==> config.mk <==
export PLATFORM = sky130hd
export DESIGN_NAME = pulse_pos_counter
export DESIGN_NICKNAME = d
export VERILOG_FILES = /design/src/rtl/ppc_pkg.sv /design/src/rtl/ppc_step.sv /design/src/rtl/ppc_core.sv /design/src/rtl/ppc_snap.sv /design/src/rtl/pulse_pos_counter.sv
export SDC_FILE = /design/constraint.sdc
export NUM_CORES = 1
export LEC_CHECK = 0
export BUFFER_PORTS_ARGS = -buffer_cell sky130_fd_sc_hd__buf_2
export CAP_MARGIN = 20
export CORE_ASPECT_RATIO = 2
export CORE_MARGIN = 2
export CORE_UTILIZATION = 35
export CTS_BUF_LIST = sky130_fd_sc_hd__clkbuf_8
export DETAILED_ROUTE_END_ITERATION = 8
export HOLD_SLACK_MARGIN = 0.12
export PLACE_DENSITY = 0.62
export SETUP_SLACK_MARGIN = 0.4
export SLEW_MARGIN = 20
export SYNTH_ARGS = -nofsm -noshare
export SYNTH_HDL_FRONTEND = slang
export SYNTH_SLANG_ARGS = --single-unit
==> constraint.sdc <==
create_clock -name clk -period 3.1 [get_ports clk]
set_input_delay 0.155 -clock clk [delete_from_list [all_inputs] [get_ports clk]]
set_output_delay 0.155 -clock clk [all_outputs]
set_load 0.005 [all_outputs]
==> src/rtl/ppc_pkg.sv <==
package ppc_pkg;
  typedef enum logic [1:0] {
    ACT_HOLD  = 2'd0,
    ACT_CLEAR = 2'd1,
    ACT_LOAD  = 2'd2,
    ACT_STEP  = 2'd3
  } ppc_act_e;
endpackage

==> src/rtl/ppc_step.sv <==
module ppc_step #(
  parameter int CNT_W = 32
) (
  input  logic [CNT_W-1:0] cur,
  input  logic             up,
  output logic [CNT_W-1:0] nxt
);
  localparam logic [CNT_W-1:0] POS_LIM = {1'b0, {(CNT_W-1){1'b1}}};
  localparam logic [CNT_W-1:0] NEG_LIM = {1'b1, {(CNT_W-1){1'b0}}};

  always_comb begin
    if (up) nxt = (cur == POS_LIM) ? cur : cur + 1'b1;
    else    nxt = (cur == NEG_LIM) ? cur : cur - 1'b1;
  end
endmodule

==> src/rtl/ppc_core.sv <==
module ppc_core
  import ppc_pkg::*;
#(
  parameter int CNT_W = 32
) (
  input  logic             clk,
  input  logic             rst,
  input  logic             pulse_stb,
  input  logic             dir_cw,
  input  logic             out_start,
  input  logic             rel_mode,
  input  logic             preset_load,
  input  logic [CNT_W-1:0] preset_val,
  input  logic             run_start,
  output logic [CNT_W-1:0] cnt_q,
  output logic [CNT_W-1:0] cnt_d
);
  localparam logic [CNT_W-1:0] POS_LIM = {1'b0, {(CNT_W-1){1'b1}}};
  localparam logic [CNT_W-1:0] NEG_LIM = {1'b1, {(CNT_W-1){1'b0}}};

  ppc_act_e         act;
  logic [CNT_W-1:0] stepped;

  ppc_step #(.CNT_W(CNT_W)) step_i (
    .cur (cnt_q),
    .up  (dir_cw),
    .nxt (stepped)
  );

  always_comb begin
    if (run_start)                  act = ACT_CLEAR;
    else if (preset_load)           act = ACT_LOAD;
    else if (out_start && rel_mode) act = ACT_CLEAR;
    else if (pulse_stb)             act = ACT_STEP;
    else                            act = ACT_HOLD;
  end

  always_comb begin
    unique case (act)
      ACT_CLEAR: cnt_d = '0;
      ACT_LOAD:  cnt_d = preset_val;
      ACT_STEP:  cnt_d = stepped;
      default:   cnt_d = cnt_q;
    endcase
  end

  always_ff @(posedge clk) begin
    if (rst) cnt_q <= '0;
    else     cnt_q <= cnt_d;
  end

  logic quiet;
  assign quiet = !run_start && !preset_load && !(out_start && rel_mode);


  a_r1_cw_step: assert property (@(posedge clk) disable iff (rst)
    (quiet && pulse_stb && dir_cw && cnt_q != POS_LIM) |=> cnt_q == $past(cnt_q) + 1'b1);

  a_r2_ccw_step: assert property (@(posedge clk) disable iff (rst)
    (quiet && pulse_stb && !dir_cw && cnt_q != NEG_LIM) |=> cnt_q == $past(cnt_q) - 1'b1);

  a_r3_no_overflow: assert property (@(posedge clk) disable iff (rst)
    (quiet && pulse_stb && dir_cw && cnt_q == POS_LIM) |=> cnt_q == POS_LIM);

  a_r4_no_underflow: assert property (@(posedge clk) disable iff (rst)
    (quiet && pulse_stb && !dir_cw && cnt_q == NEG_LIM) |=> cnt_q == NEG_LIM);

  a_r5_rel_clear: assert property (@(posedge clk) disable iff (rst)
    (!run_start && !preset_load && out_start && rel_mode) |=> cnt_q == '0);

  a_r9_preset: assert property (@(posedge clk) disable iff (rst)
    (!run_start && preset_load) |=> cnt_q == $past(preset_val));

  a_r6_run_clear: assert property (@(posedge clk) disable iff (rst)
    run_start |=> cnt_q == '0);
endmodule

==> src/rtl/ppc_snap.sv <==
module ppc_snap #(
  parameter int CNT_W  = 32,
  parameter int WORD_W = 16
) (
  input  logic              clk,
  input  logic              rst,
  input  logic              take,
  input  logic [CNT_W-1:0]  src,
  output logic [WORD_W-1:0] word_hi,
  output logic [WORD_W-1:0] word_lo
);
  localparam int N_WORDS = CNT_W / WORD_W;

  logic [CNT_W-1:0] snap_q;

  always_ff @(posedge clk) begin
    if (rst)       snap_q <= '0;
    else if (take) snap_q <= src;
  end

  logic [WORD_W-1:0] words [N_WORDS];
  for (genvar g = 0; g < N_WORDS; g++) begin : g_split
    assign words[g] = snap_q[g*WORD_W +: WORD_W];
  end
  assign word_lo = words[0];
  assign word_hi = words[N_WORDS-1];


  a_r8_snap_hold: assert property (@(posedge clk) disable iff (rst)
    !take |=> $stable(snap_q));

  a_r8_snap_take: assert property (@(posedge clk) disable iff (rst)
    take |=> snap_q == $past(src));
endmodule

==> src/rtl/pulse_pos_counter.sv <==
module pulse_pos_counter #(
  parameter int CNT_W  = 32,
  parameter int WORD_W = 16
) (
  input  logic              clk,
  input  logic              rst,
  input  logic              pulse_stb,
  input  logic              dir_cw,
  input  logic              out_start,
  input  logic              rel_mode,
  input  logic              preset_load,
  input  logic [CNT_W-1:0]  preset_val,
  input  logic              run_start,
  input  logic              scan_stb,
  output logic [WORD_W-1:0] pv_hi,
  output logic [WORD_W-1:0] pv_lo
);
  logic [CNT_W-1:0] cnt_q;
  logic [CNT_W-1:0] cnt_d;

  ppc_core #(.CNT_W(CNT_W)) core_i (
    .clk         (clk),
    .rst         (rst),
    .pulse_stb   (pulse_stb),
    .dir_cw      (dir_cw),
    .out_start   (out_start),
    .rel_mode    (rel_mode),
    .preset_load (preset_load),
    .preset_val  (preset_val),
    .run_start   (run_start),
    .cnt_q       (cnt_q),
    .cnt_d       (cnt_d)
  );

  ppc_snap #(.CNT_W(CNT_W), .WORD_W(WORD_W)) snap_i (
    .clk     (clk),
    .rst     (rst),
    .take    (scan_stb || preset_load || run_start),
    .src     (cnt_d),
    .word_hi (pv_hi),
    .word_lo (pv_lo)
  );

  // the two words together cover the whole count
  initial begin
    a_r7_word_split: assert (2 * WORD_W == CNT_W);
  end
endmodule

* Yosys cells after proc, flatten, opt, wreduce, memory -nomap -nowiden
Cells that the tools add are included.
** Storage, ports and cells
- Memories :: 0
- Memory bits (writable) :: 0
- ROM bits :: 0
- Output and inout bits :: 32
- Register bits after elaboration :: 64
- Bits in latches :: 0
** Cells by class
- Shifts and indexed selects :: 0
- Reductions and logical operators :: 3
- $mul :: 0
- Eq/ne operators :: 5
- Bitwise gates (word level) :: 0
- $add $sub $neg :: 2
- $lt $le $gt $ge :: 0
- Mux-type cells :: 8
- Divide/modulo/power cells :: 0
** Operator list (number)
- $mux W32 :: 3
- $pmux W32 S3 :: 1
- $add A32 B1 Y32 const B :: 1
- $eq A32 B31 Y1 const B :: 1
- $eq A32 B32 Y1 const B :: 1
- $sub A32 B1 Y32 const B :: 1
- $mux W2 :: 4
- $eq A2 B2 Y1 const B :: 2
- $eq A2 B1 Y1 const B :: 1
- $logic_or A1 B1 Y1 :: 2
- $logic_and A1 B1 Y1 :: 1

* Logic depth before layout (Yosys ltp)
Gate-level depths: netlist of the first run.
- Depth after elaboration :: 6
- Depth in mapped cells :: 10

* Cells and area by module
A second synthesis of the first run with hierarchy kept.
** Unflattened totals
- Cells, all modules :: 561
- Area total of the unflattened synthesis :: 4334.2 um^2
** By module, submodules not included
- ppc_core :: seq. area each 640.6 um^2, instances 1, cells an instance 252, area each 1881.8 um^2
- ppc_step :: seq. area each 0.0 um^2, instances 1, cells an instance 205, area each 1282.5 um^2
- ppc_snap :: seq. area each 640.6 um^2, instances 1, cells an instance 103, area each 1163.6 um^2
- pulse_pos_counter :: seq. area each 0.0 um^2, instances 1, cells an instance 1, area each 6.3 um^2

* Least setup slack after synthesis of the first run
OpenSTA, ideal clock, no wires.
- Path kind :: reg-to-reg
- Start point :: register core_i.cnt_q[15]
- End point :: register snap_i.snap_q[25]
- Path slack :: 642 ps
- Stages on the path, launching flop included :: 9
- Arrival :: 2389 ps
- Setup time :: 69 ps
- Cell sequence :: dfxtp_1 -> buf_2 -> nor4_4 -> nand4b_2 -> o41ai_4 -> nor4_2 -> o2111a_1 -> or4_1 -> o21ai_1
** Between the ends
- Cells in the longest elaborated chain, start to end :: 4
- Elaborated cells between the ends (all ways) :: 8
** Ends and longest elaborated chain
- start: declaration :: RTL line ppc_core.sv:15 : output logic [CNT_W-1:0] cnt_q,
- start signal: assignment :: RTL line ppc_core.sv:49 : else cnt_q <= cnt_d;
- $sub A32 B1 Y32, or another cell as far along :: RTL line ppc_step.sv:13 : else nxt = (cur == NEG_LIM) ? cur : cur - 1'b1;
- $mux W32 (on tied branches) :: RTL line ppc_step.sv:13, ppc_step.sv:12
- $mux W32 * :: RTL line ppc_step.sv:12 : if (up) nxt = (cur == POS_LIM) ? cur : cur + 1'b1;
- $pmux W32 S3 * :: RTL line ppc_core.sv:39 : unique case (act)
- end signal: assignment :: RTL line ppc_snap.sv:18 : else if (take) snap_q <= src;
- end: declaration :: RTL line ppc_snap.sv:14 : logic [CNT_W-1:0] snap_q;
Every way passes the cells marked *; elsewhere a longest branch is shown, timed or not.
A chain may end at the register's enable or synchronous reset.

* Worst setup path in the final report of the first run
- Start point :: register core_i.cnt_q[25]
- End point :: register snap_i.snap_q[25]
** Between the ends
- Cells in the longest elaborated chain, start to end :: 4
- Elaborated cells between the ends (all ways) :: 8
** Ends and longest elaborated chain (RTL line)
- $sub A32 B1 Y32, or another cell as far along :: ppc_step.sv:13
- $mux W32 (on tied branches) :: ppc_step.sv:13, ppc_step.sv:12
- $mux W32 :: ppc_step.sv:12
- $pmux W32 S3 * :: ppc_core.sv:39
Marks and branches as above.

==> out/qor.yml, run 1 <==
worst_setup_path:
  cp_max_fo: 10
  cp-end-kind: "flip-flop"
  required_ns: 3.38
  critical-path-slowest-cell: "or4_4"
  startpoint_type: "flip-flop"
  r2r_setup_slack_ns: 0.51
  critPathKind: "reg2reg"
  path_cells: "or4_4, o41ai_4, buf_4, nor4_2, o2111a_1, or4_1, o21ai_1"
  cp.arrival_ns: 2.88
  max_stage_delay_ns: 0.62
  reg2regPathDepth: 7
route:
  vias_per_cell: 6.07
  drcViolationCount: 0
  wl_um: 15400
  routedWlPerCell_um: 19.4
  dr.pass1.iters: 5
  drt-initial-drc-count: 381
  num_vias: 4824
  drtAntennaViolNets: 0
logic_synthesis:
  synth_top_family_by_area: "simple AND/OR/NAND/NOR gates"
  synth_simple_gate_area_share_pct: 38.4
  synth_xor_area_share_pct: 0.601
  syn_inst: 580
  ys_types: 68
  synth_adder_area_share_pct: 0.859
  async_flop_share_pct: 0
  synth_compound_area_share_pct: 22.2
  synth_flop_cell: "dfxtp_1"
  synth_top_area_share_pct: 29.3
  mappedNetlistArea_um2: 4370
  yosysSeqAreaShare_pct: 29.3
  yosysWarnings: 0
  syn_area_per_cell_um2: 7.54
  ys_ff_latch: 64
  synthMuxAreaShare_pct: 3.24
  synth_nets: 624
  synthTopCellsByArea: "dfxtp_1 (29%), nor2_1 (5.9%), nand3b_1 (4.5%), nand2_1 (3.9%), clkbuf_1 (3.7%)"
  yosysTopAreaCell: "dfxtp_1"
  synth-edff-count: 0
timing:
  final.setup.tns_ns: 0
  fmaxAchievable_mhz: 386
  period_minus_slack_ns: 2.59
  max_slew.worst_pin.slew_ns: 0.681
  fin_crit_sh_pct: 83.7
  slew_headroom_pct: 54.6
  hold_violations: 0
  rsz0062_at_grt: "yes"
  drv_slew: 0
  finClkSkew_ns: 0.0128
  setup_viol_count_final: 0
layout:
  final_core_util_pct: 42.7
  nets: 687
  stdcell_area_um2: 5210
  num_antenna_cells: 0
  drive_gt1_share_pct: 22.4
  area_delta_synth_final_pct: 19.3
  fillers: 1281
  seq_area_um2: 1290
  multi_input_area_um2: 2910
min_path:
  hold_class: "in2reg"
  holdPathStages: 3
clock_network:
  clock_latency_ns: 0.35
  cts.sink_count: 64
  root_buffer: "clkbuf_8"
  cts_tree: "yes"
  path_clk_slew_ns: 0.07
  h-tree-depth: 3
  cts_buffers: 9
  cts_buffer_depth: 2
grt:
  track_usage_pct: 22.6
  grt-ovfl-total: 0
  grt_use_met1_pct: 24.3
  grtUsageMet2_pct: 43.3
  grt_pass1_wl_um: 24400
  grt.busiest_layer: "met2"
  grtUsageMet3_pct: 2.34
  grt_max_degree: 45
  antenna_found_initial: 0
  first_global_vias: 4688
run_status:
  status: "complete, no violations"
die:
  die_height_um: 162
  coreArea_um2: 12200
  start_util_pct: 35.8
  io_pins: 73
  die-width_um: 83.0
  placementRows: 57
  dieArea_um2: 13500
place:
  port_buffers: 72
  placed_area_um2: 4910
  gp_congestion: 0.952
  dp_hpwl_um: 11400
run:
  maxCapViolCount: 0
power_and_ir_drop:
  pwr_density_cell_nw_per_um2: 415
  irDropWorstVdd_mv: 0.185
  p_leak_uw: 0.00208
state kept, by name, indices dropped and copies added (netlist names):
| register | count |
|---|---|
| snap_i.snap_q | 32 |
| core_i.cnt_q | 32 |
cells by family after synthesis:
logic type                 after synthesis
DFF                                     64
muxes                                   14
AOI/OAI and AO/OA                      143
xor gates and xnor gates                 3
adders and majority gates                3
buffers and inverters                   62
and+or+nand+nor                        291
placed cells by master, fill, tap and decap left out, types with 12 or more instances in the layout:
cell	count
inv_1	16
or3_1	12
buf_2	72
nor3_1	14
nor2_1	69
o21ai_0	21
o21ai_1	21
a21oi_1	25
nand4_1	15
and2_1	17
nand3_1	16
nand2_1	45
nand3b_1	26
mux2i_1	13
dfxtp_1	57
nor4_1	14
buf_4	26
synthesized netlist by cell type (all sizes together) (13+ instances only):
cell type  instances
nor2              69
nand3b            26
nand4             15
or3               14
nand3             18
a21oi             25
dfxtp             64
inv               14
nor3              19
nand2             45
o21ai             42
mux2i             13
nor4              20
clkbuf            43
and2              17
final timing paths:
kind	startpoint	endpoint
min	preset_val[26]	snap_i.snap_q[26]
max	core_i.cnt_q[25]	snap_i.snap_q[25]
min reg2reg	snap_i.snap_q[22]	snap_i.snap_q[22]
max reg2reg	core_i.cnt_q[25]	snap_i.snap_q[25]
timing repair:
item                                    in CTS  in global routing
buffers inserted                             0                  3
endpoints found under the hold margin        3                  0
endpoints found under the setup margin       7                 40
hold buffers                                 2                  0
pin swaps                                    1                  5
resized for setup                            3                 16
metal layers:
layer	part of all wire [%]	wire (um)	vias to the layer above
li1	-	-	2295
met1	38	5910	2340
met2	54	8400	151
met3	3.5	545	38
met4	3.8	588	0
met5	0	0	-
layout make-up:
type	count	area share, %
Clock inverter	5	0.912
Timing Repair Buffer	100	11.0
Sequential cell	64	24.8
Clock buffer	11	2.90
Inverter	14	1.01
Multi-Input combinational cell	454	55.8
Tap cell	147	3.53
critical path: cells and delay by family, from the launching register on:
| family | cells | cell delay [ns] |
|---|---|---|
| buf+inv | 1 | 0.20 |
| flops | 1 | 0.40 |
| simple gates | 3 | 1.20 |
| compound gates | 3 | 0.72 |
through the flow:
| step | hold WS, ns | instances | setup WS, ns | power, uW |
|---|---|---|---|---|
| 2_1_floorplan | 0.312 | 580 | 0.642 | 1240 |
| 3_3_place_gp | 0.438 | 774 | 0.352 | 1400 |
| 3_5_place_dp | 0.448 | 774 | 0.369 | 1410 |
| 4_1_cts | 0.131 | 792 | 0.405 | 2160 |
| 5_1_grt | 0.156 | 795 | 0.367 | 2270 |
| 6_report | 0.143 | 795 | 0.506 | 2160 |
power by group:
part | internal (uW) | leakage [uW] | total (uW) | switching, uW
Combinational | 214 | 0.00144 | 509 | 295
Sequential | 858 | 0.000523 | 904 | 46.3
Clock | 407 | 0.000112 | 750 | 343
Total | 1480 | 0.00208 | 2160 | 685
Power figures use the tool's default switching activity.
==> inputs of run 2 (changes only) <==
--- a/config.mk
+++ b/config.mk
@@ -13,7 +13,7 @@
 export CTS_BUF_LIST = sky130_fd_sc_hd__clkbuf_8
 export DETAILED_ROUTE_END_ITERATION = 8
 export HOLD_SLACK_MARGIN = 0.12
-export PLACE_DENSITY = 0.62
+export PLACE_DENSITY = 0.64
 export SETUP_SLACK_MARGIN = 0.4
 export SLEW_MARGIN = 20
 export SYNTH_ARGS = -nofsm -noshare
==> constraint.sdc (replaced) <==
create_clock -name clk -period 2.3 [get_ports clk]
set_input_delay 0.115 -clock clk [delete_from_list [all_inputs] [get_ports clk]]
set_output_delay 0.115 -clock clk [all_outputs]
set_load 0.005 [all_outputs]
==> out/qor.yml, run 2 (synthesis results as in run 1) <==
run_status:
  status: "finished, violations left"
  violations: "negative setup slack"
grt:
  track_usage_pct: 26.1  # +3.5 points
  grt-ovfl-total: 0  # unchanged
  grt_pass1_wl_um: 28000  # +15%
  grt_max_degree: 37  # -18%
  antenna_found_initial: 0  # unchanged
  first_global_vias: 5416  # +16%
power_and_ir_drop:
  pwr_density_cell_nw_per_um2: 489  # +18%
  p_leak_uw: 0.00297  # +43%
  power_uw: 3590  # +66%
  irDropWorstVdd_mv: 0.340  # +84%
worst_setup_path:
  r2r_setup_slack_ns: -0.19  # -0.69 ns
  required_ns: 2.54  # -0.84 ns
  cp-end-kind: "flip-flop"
  critPathKind: "reg2reg"
  reg2regPathDepth: 12  # +5
  r2r-end: "snap_i.snap_q[13]"
  cp.arrival_ns: 2.72  # -0.16 ns
  reg2reg_from: "core_i.cnt_q[18]"
  cp_max_fo: 3  # -7
  startpoint_type: "flip-flop"
die:
  dieArea_um2: 13500  # unchanged
  start_util_pct: 35.8  # unchanged
  placementRows: 57  # unchanged
  die-width_um: 83.0  # unchanged
  io_pins: 73  # unchanged
  coreArea_um2: 12200  # unchanged
  die_height_um: 162  # unchanged
clock_network:
  root_buffer: "clkbuf_8"
  cts_buffers: 9  # unchanged
  cts.sink_count: 64  # unchanged
  cts_buffer_depth: 2  # unchanged
  h-tree-depth: 3  # unchanged
  path_clk_slew_ns: 0.07  # about the same
  cts_tree: "yes"
  clock_latency_ns: 0.36  # about the same
timing:
  fmaxAchievable_mhz: 402  # +4.3%
  postLayoutSetupSlackWorst_ns: -0.188  # -0.694 ns
  slew_headroom_pct: 57.9  # +3.3 points
  drv_slew: 0  # unchanged
  period_minus_slack_ns: 2.49  # -0.106 ns
  timing.hold.ws_ns: 0.132  # -0.0108 ns
  setup_viol_count_final: 23  # +23
  fin_crit_sh_pct: 108  # +24 points
  rsz0062_at_grt: "yes"
  max_slew.worst_pin.slew_ns: 0.632  # -0.0496 ns
  finClkSkew_ns: 0.00975  # -0.00304 ns
  hold_violations: 0  # unchanged
place:
  placed_area_um2: 5690  # +16%
  dp_hpwl_um: 12900  # +13%
  gp_congestion: 0.915  # -3.9%
  port_buffers: 72  # unchanged
min_path:
  holdPathStages: 3  # unchanged
  hold_path_end: "snap_i.snap_q[31]"
  hold_class: "in2reg"
  hold_start: "preset_val[31]"
route:
  wl_um: 18600  # +20%
  drt-initial-drc-count: 382  # +0.26%
  dr.pass1.iters: 6  # +1
  num_vias: 5490  # +14%
  drcViolationCount: 0  # unchanged
  vias_per_cell: 5.99  # -1.3%
  routedWlPerCell_um: 20.3  # +4.3%
  drtAntennaViolNets: 0  # unchanged
layout:
  top_regs: "core_i.cnt_q: 32 flops, snap_i.snap_q: 32 flops"
  nets: 810  # +18%
  final_common_cell: "buf_4"
  stdcell_area_um2: 7340  # +41%
  mostFrequentLayoutCells: "buf_4 (110), buf_2 (72), nor2_1 (66)"
  num_antenna_cells: 0  # unchanged
  area_delta_synth_final_pct: 68.0
  drive_gt1_share_pct: 51.6  # +29 points
run:
  maxCapViolCount: 0  # unchanged
## run 2: cell count changes in the layout (fill, tap and decap cells not counted), moves of 6 or more
cell	before	now
dfxtp_1	57	38
buf_6	0	32
o2bb2ai_1	8	2
dfxtp_4	1	8
o22ai_1	6	0
nor4_4	3	14
nor4_1	14	2
o2bb2ai_2	0	6
o21ai_0	21	2
o21ai_2	0	11
buf_4	26	110
dfxtp_2	6	18
nor3_4	1	7
## run 2: repair_timing
item | in CTS | in global routing
hold buffers | 4 | 0
hold endpoints to repair | 6 | 0
setup endpoints to repair | 64 | 64
pin swaps | 55 | 69
buffers inserted | 17 | 20
resized for setup | 149 | 91
## run 2: worst max path at each step
stage,endpoint,depth (start not counted),start
final,snap_i.snap_q[13],12,core_i.cnt_q[18]
after floorplan,snap_i.snap_q[25],8,core_i.cnt_q[4]
after global placement,snap_i.snap_q[30],9,core_i.cnt_q[15]
after global routing,snap_i.snap_q[13],12,core_i.cnt_q[18]
after CTS,snap_i.snap_q[25],7,core_i.cnt_q[24]
after detailed placement,snap_i.snap_q[12],9,core_i.cnt_q[1]
## run 2: final cells by class
cell class,count,area (um^2)
fillers,1011,4850
multi-input cells,454,3840
repair buffers,223,1680
flip-flops and latches,64,1330
well taps,147,184
clock buffers,13,179
clock inverters,2,60.1
inverters,14,57.6
## run 2: routing by layer
layer | routed length (um) | global-route usage [%] | vias up
met3 | 645 | 2.95 | 66
met2 | 10100 | 48.8 | 181
met4 | 1150 | 18.0 | 0
met5 | 0 | 0 | -
li1 | - | - | 2556
met1 | 6690 | 26.4 | 2687
## run 2: metrics by stage
stage / utilization, % / setup slack [ns] / instances / setup TNS (ns)
after floorplan: - / -0.0943 / 580 / -0.293
after detailed placement: 46.7 / -0.223 / 861 / -4.80
after CTS: 55.6 / -0.0839 / 897 / -0.751
after global placement: 46.7 / -0.169 / 861 / -2.95
after global routing: 60.2 / -0.240 / 917 / -5.21
final: 60.2 / -0.188 / 917 / -1.53
## run 2: power by group
| group | internal [uW] | total (uW) | switching [uW] | leakage [uW] |
|---|---|---|---|---|
| combinational | 573 | 1180 | 611 | 0.00231 |
| sequential | 1150 | 1200 | 49.1 | 0.000534 |
| clock | 724 | 1200 | 476 | 0.000122 |
## run 2: critical path: stages, from the launching register on
cell	delay [ns]
dfxtp_2	0.33
buf_6	0.12
nor4_4	0.28
buf_4	0.19
nand4b_4	0.12
o41ai_4	0.33
buf_4	0.18
buf_6	0.10
nor3_4	0.04
o211a_1	0.23
a211oi_2	0.19
buf_4	0.19
a211oi_2	0.06
==> inputs of run 3 (changes only) <==
--- a/config.mk
+++ b/config.mk
@@ -5,15 +5,15 @@
 export SDC_FILE = /design/constraint.sdc
 export NUM_CORES = 1
 export LEC_CHECK = 0
-export BUFFER_PORTS_ARGS = -buffer_cell sky130_fd_sc_hd__buf_2
 export CAP_MARGIN = 20
 export CORE_ASPECT_RATIO = 2
 export CORE_MARGIN = 2
 export CORE_UTILIZATION = 35
 export CTS_BUF_LIST = sky130_fd_sc_hd__clkbuf_8
 export DETAILED_ROUTE_END_ITERATION = 8
+export DONT_BUFFER_PORTS = 1
 export HOLD_SLACK_MARGIN = 0.12
-export PLACE_DENSITY = 0.64
+export PLACE_DENSITY = 0.59
 export SETUP_SLACK_MARGIN = 0.4
 export SLEW_MARGIN = 20
 export SYNTH_ARGS = -nofsm -noshare
==> out/qor.yml, run 3 (synthesis results as in run 1) <==
layout:
  mostFrequentLayoutCells: "buf_4 (119), nor2_1 (65), dfxtp_1 (47)"
  num_antenna_cells: 0  # unchanged
  top_regs: "core_i.cnt_q: 32 flops, snap_i.snap_q: 32 flops"
  area_delta_synth_final_pct: 60.4
  nets: 762  # -5.9%
  drive_gt1_share_pct: 42.5  # -9.1 points
  final_common_cell: "buf_4"
worst_setup_path:
  critPathBufInv: 2  # -3
  path_cells: "nand4_1, buf_4, nor4_4, a311o_1, buf_4, nor4_2, o2111a_1, or4_4, o21ai_1"
  cp_max_fo: 3  # unchanged
  startpoint_type: "flip-flop"
  required_ns: 2.59  # +0.05 ns
  cp_top_family: "simple AND/OR/NAND/NOR gates"
  max_stage_delay_ns: 0.42  # +0.09 ns
  critPathKind: "reg2reg"
  cp-end-kind: "flip-flop"
  cp.arrival_ns: 2.81  # +0.09 ns
  r2r_setup_slack_ns: -0.22  # -0.04 ns
  crit_path_frequent_cell: "buf_4"
  critical-path-slowest-cell: "or4_4"
die:
  coreArea_um2: 12200  # unchanged
  die-width_um: 83.0  # unchanged
  start_util_pct: 35.8  # unchanged
  die_height_um: 162  # unchanged
  placementRows: 57  # unchanged
  dieArea_um2: 13500  # unchanged
  io_pins: 73  # unchanged
grt:
  grt_pass1_wl_um: 28600  # +2.0%
  grt-ovfl-total: 0  # unchanged
  first_global_vias: 5330  # -1.6%
  antenna_found_initial: 0  # unchanged
  grt_max_degree: 71  # +92%
  track_usage_pct: 27.1  # +1.1 points
place:
  place_ws_ns: -0.250  # -0.0272 ns
  port_buffers: 0  # -100%
  dp_hpwl_um: 12700  # -1.3%
  gp_congestion: 0.929  # +1.5%
power_and_ir_drop:
  pwr_density_cell_nw_per_um2: 476  # -2.5%
  p_leak_uw: 0.00268  # -9.8%
  internal_power_uw: 2260  # -7.9%
  combPwrFrac_pct: 33.4  # +0.4 points
  p_sw_uw: 1080  # -4.7%
  p_seq_share_pct: 36.3  # +2.8 points
  irDropWorstVdd_mv: 0.315  # -7.4%
  sw_frac_of_total_pct: 32.4  # +0.74 points
  p_clk_share_pct: 30.3  # -3.2 points
run_status:
  violations: "negative setup slack"
  status: "finished, violations left"
route:
  dr.pass1.iters: 5  # -1
  vias_per_cell: 6.07  # +1.4%
  routedWlPerCell_um: 21.6  # +6.7%
  drt-initial-drc-count: 267  # -30%
  num_vias: 5283  # -3.8%
  wl_um: 18800  # +1.3%
  drcViolationCount: 0  # unchanged
  drtAntennaViolNets: 0  # unchanged
run:
  maxCapViolCount: 0  # unchanged
timing:
  fin_crit_sh_pct: 110  # +1.6 points
  drv_slew: 0  # unchanged
  rsz0062_at_grt: "yes"
  fmaxAchievable_mhz: 396  # -1.4%
  slew_headroom_pct: 39.5  # -18 points
  timing.hold.ws_ns: 0.113  # -0.0187 ns
  finClkSkew_ns: 0.0125  # +0.00277 ns
  period_minus_slack_ns: 2.52  # +0.0364 ns
  postLayoutSetupSlackWorst_ns: -0.224  # -0.0364 ns
  max_slew.worst_pin.slew_ns: 0.908  # +0.276 ns
  hold_violations: 0  # unchanged
  setup_viol_count_final: 39  # +70%
min_path:
  hold_class: "in2reg"
clock_network:
  path_clk_slew_ns: 0.08  # about the same
  cts_buffers: 9  # unchanged
  clock_latency_ns: 0.36  # about the same
  root_buffer: "clkbuf_8"
  cts.sink_count: 64  # unchanged
  cts_tree: "yes"
  cts_buffer_depth: 2  # unchanged
  h-tree-depth: 3  # unchanged
==> run 3: cell count changes in the layout (fill, tap and decap cells not counted), sizes merged <==
cell,delta
clkinv,+2
buf,-71
clkbuf,-2
inv,+2
bufinv,-1
dlygate4sd3,+23
==> run 3: stage by stage <==
step	power, uW	util (%)	TNS, ns	area, um^2	std cells
2_1_floorplan	1700	-	-0.293	4500	580
3_3_place_gp	1950	44.0	-5.08	5370	796
3_5_place_dp	1960	44.0	-5.55	5370	796
6_report	3340	57.5	-3.13	7010	870
5_1_grt	3470	57.5	-9.03	7010	870
4_1_cts	3240	54.1	-2.17	6600	858
==> run 3: per-layer routing <==
layer	part of all wire, %	vias to the layer above	track usage [%]
met1	35	2610	26.7
met5	0	-	0
li1	-	2456	-
met3	3.9	52	3.56
met2	56	165	52.5
met4	5.5	0	16.3
==> run 3: area by class of cell <==
class / count / area, um^2
clock buffer: 11 / 151
fill: 1101 / 5180
sequential: 64 / 1320
clock inverter: 5 / 47.5
multi-input combinational: 454 / 3720
timing repair buffer: 175 / 1530
inverter: 14 / 57.6
tap: 147 / 184
==> run 3: tightest hold or removal path: cells and delay by family <==
kind            cells  cell delay [ns]
simple gates        3             0.16
mux                 1             0.08
compound gates      1             0.07
==> run 3: path summary, 6_finish.rpt <==
check	startpoint	end	cells past startpoint
min reg2reg	snap_i.snap_q[27]	snap_i.snap_q[27]	2
min	pulse_stb	core_i.cnt_q[30]	5
max	core_i.cnt_q[16]	snap_i.snap_q[25]	9
max reg2reg	core_i.cnt_q[16]	snap_i.snap_q[25]	9
==> run 3: power by group through the flow <==
stage | registers, uW | clock network, uW | logic (uW)
after detailed placement | 1230 | 0 | 728
after global placement | 1230 | 0 | 717
after global routing | 1220 | 1070 | 1180
final | 1210 | 1010 | 1120
after floorplan | 1220 | 0 | 489
after CTS | 1210 | 1030 | 1000
==> run 3: timing repair <==
item,CTS,global route
hold buffers,28,1
gates resized for setup,133,66
pin swaps,52,48
setup buffers,18,11
cloned,0,0
endpoints found under the hold margin,64,1
setup endpoints to repair,64,64
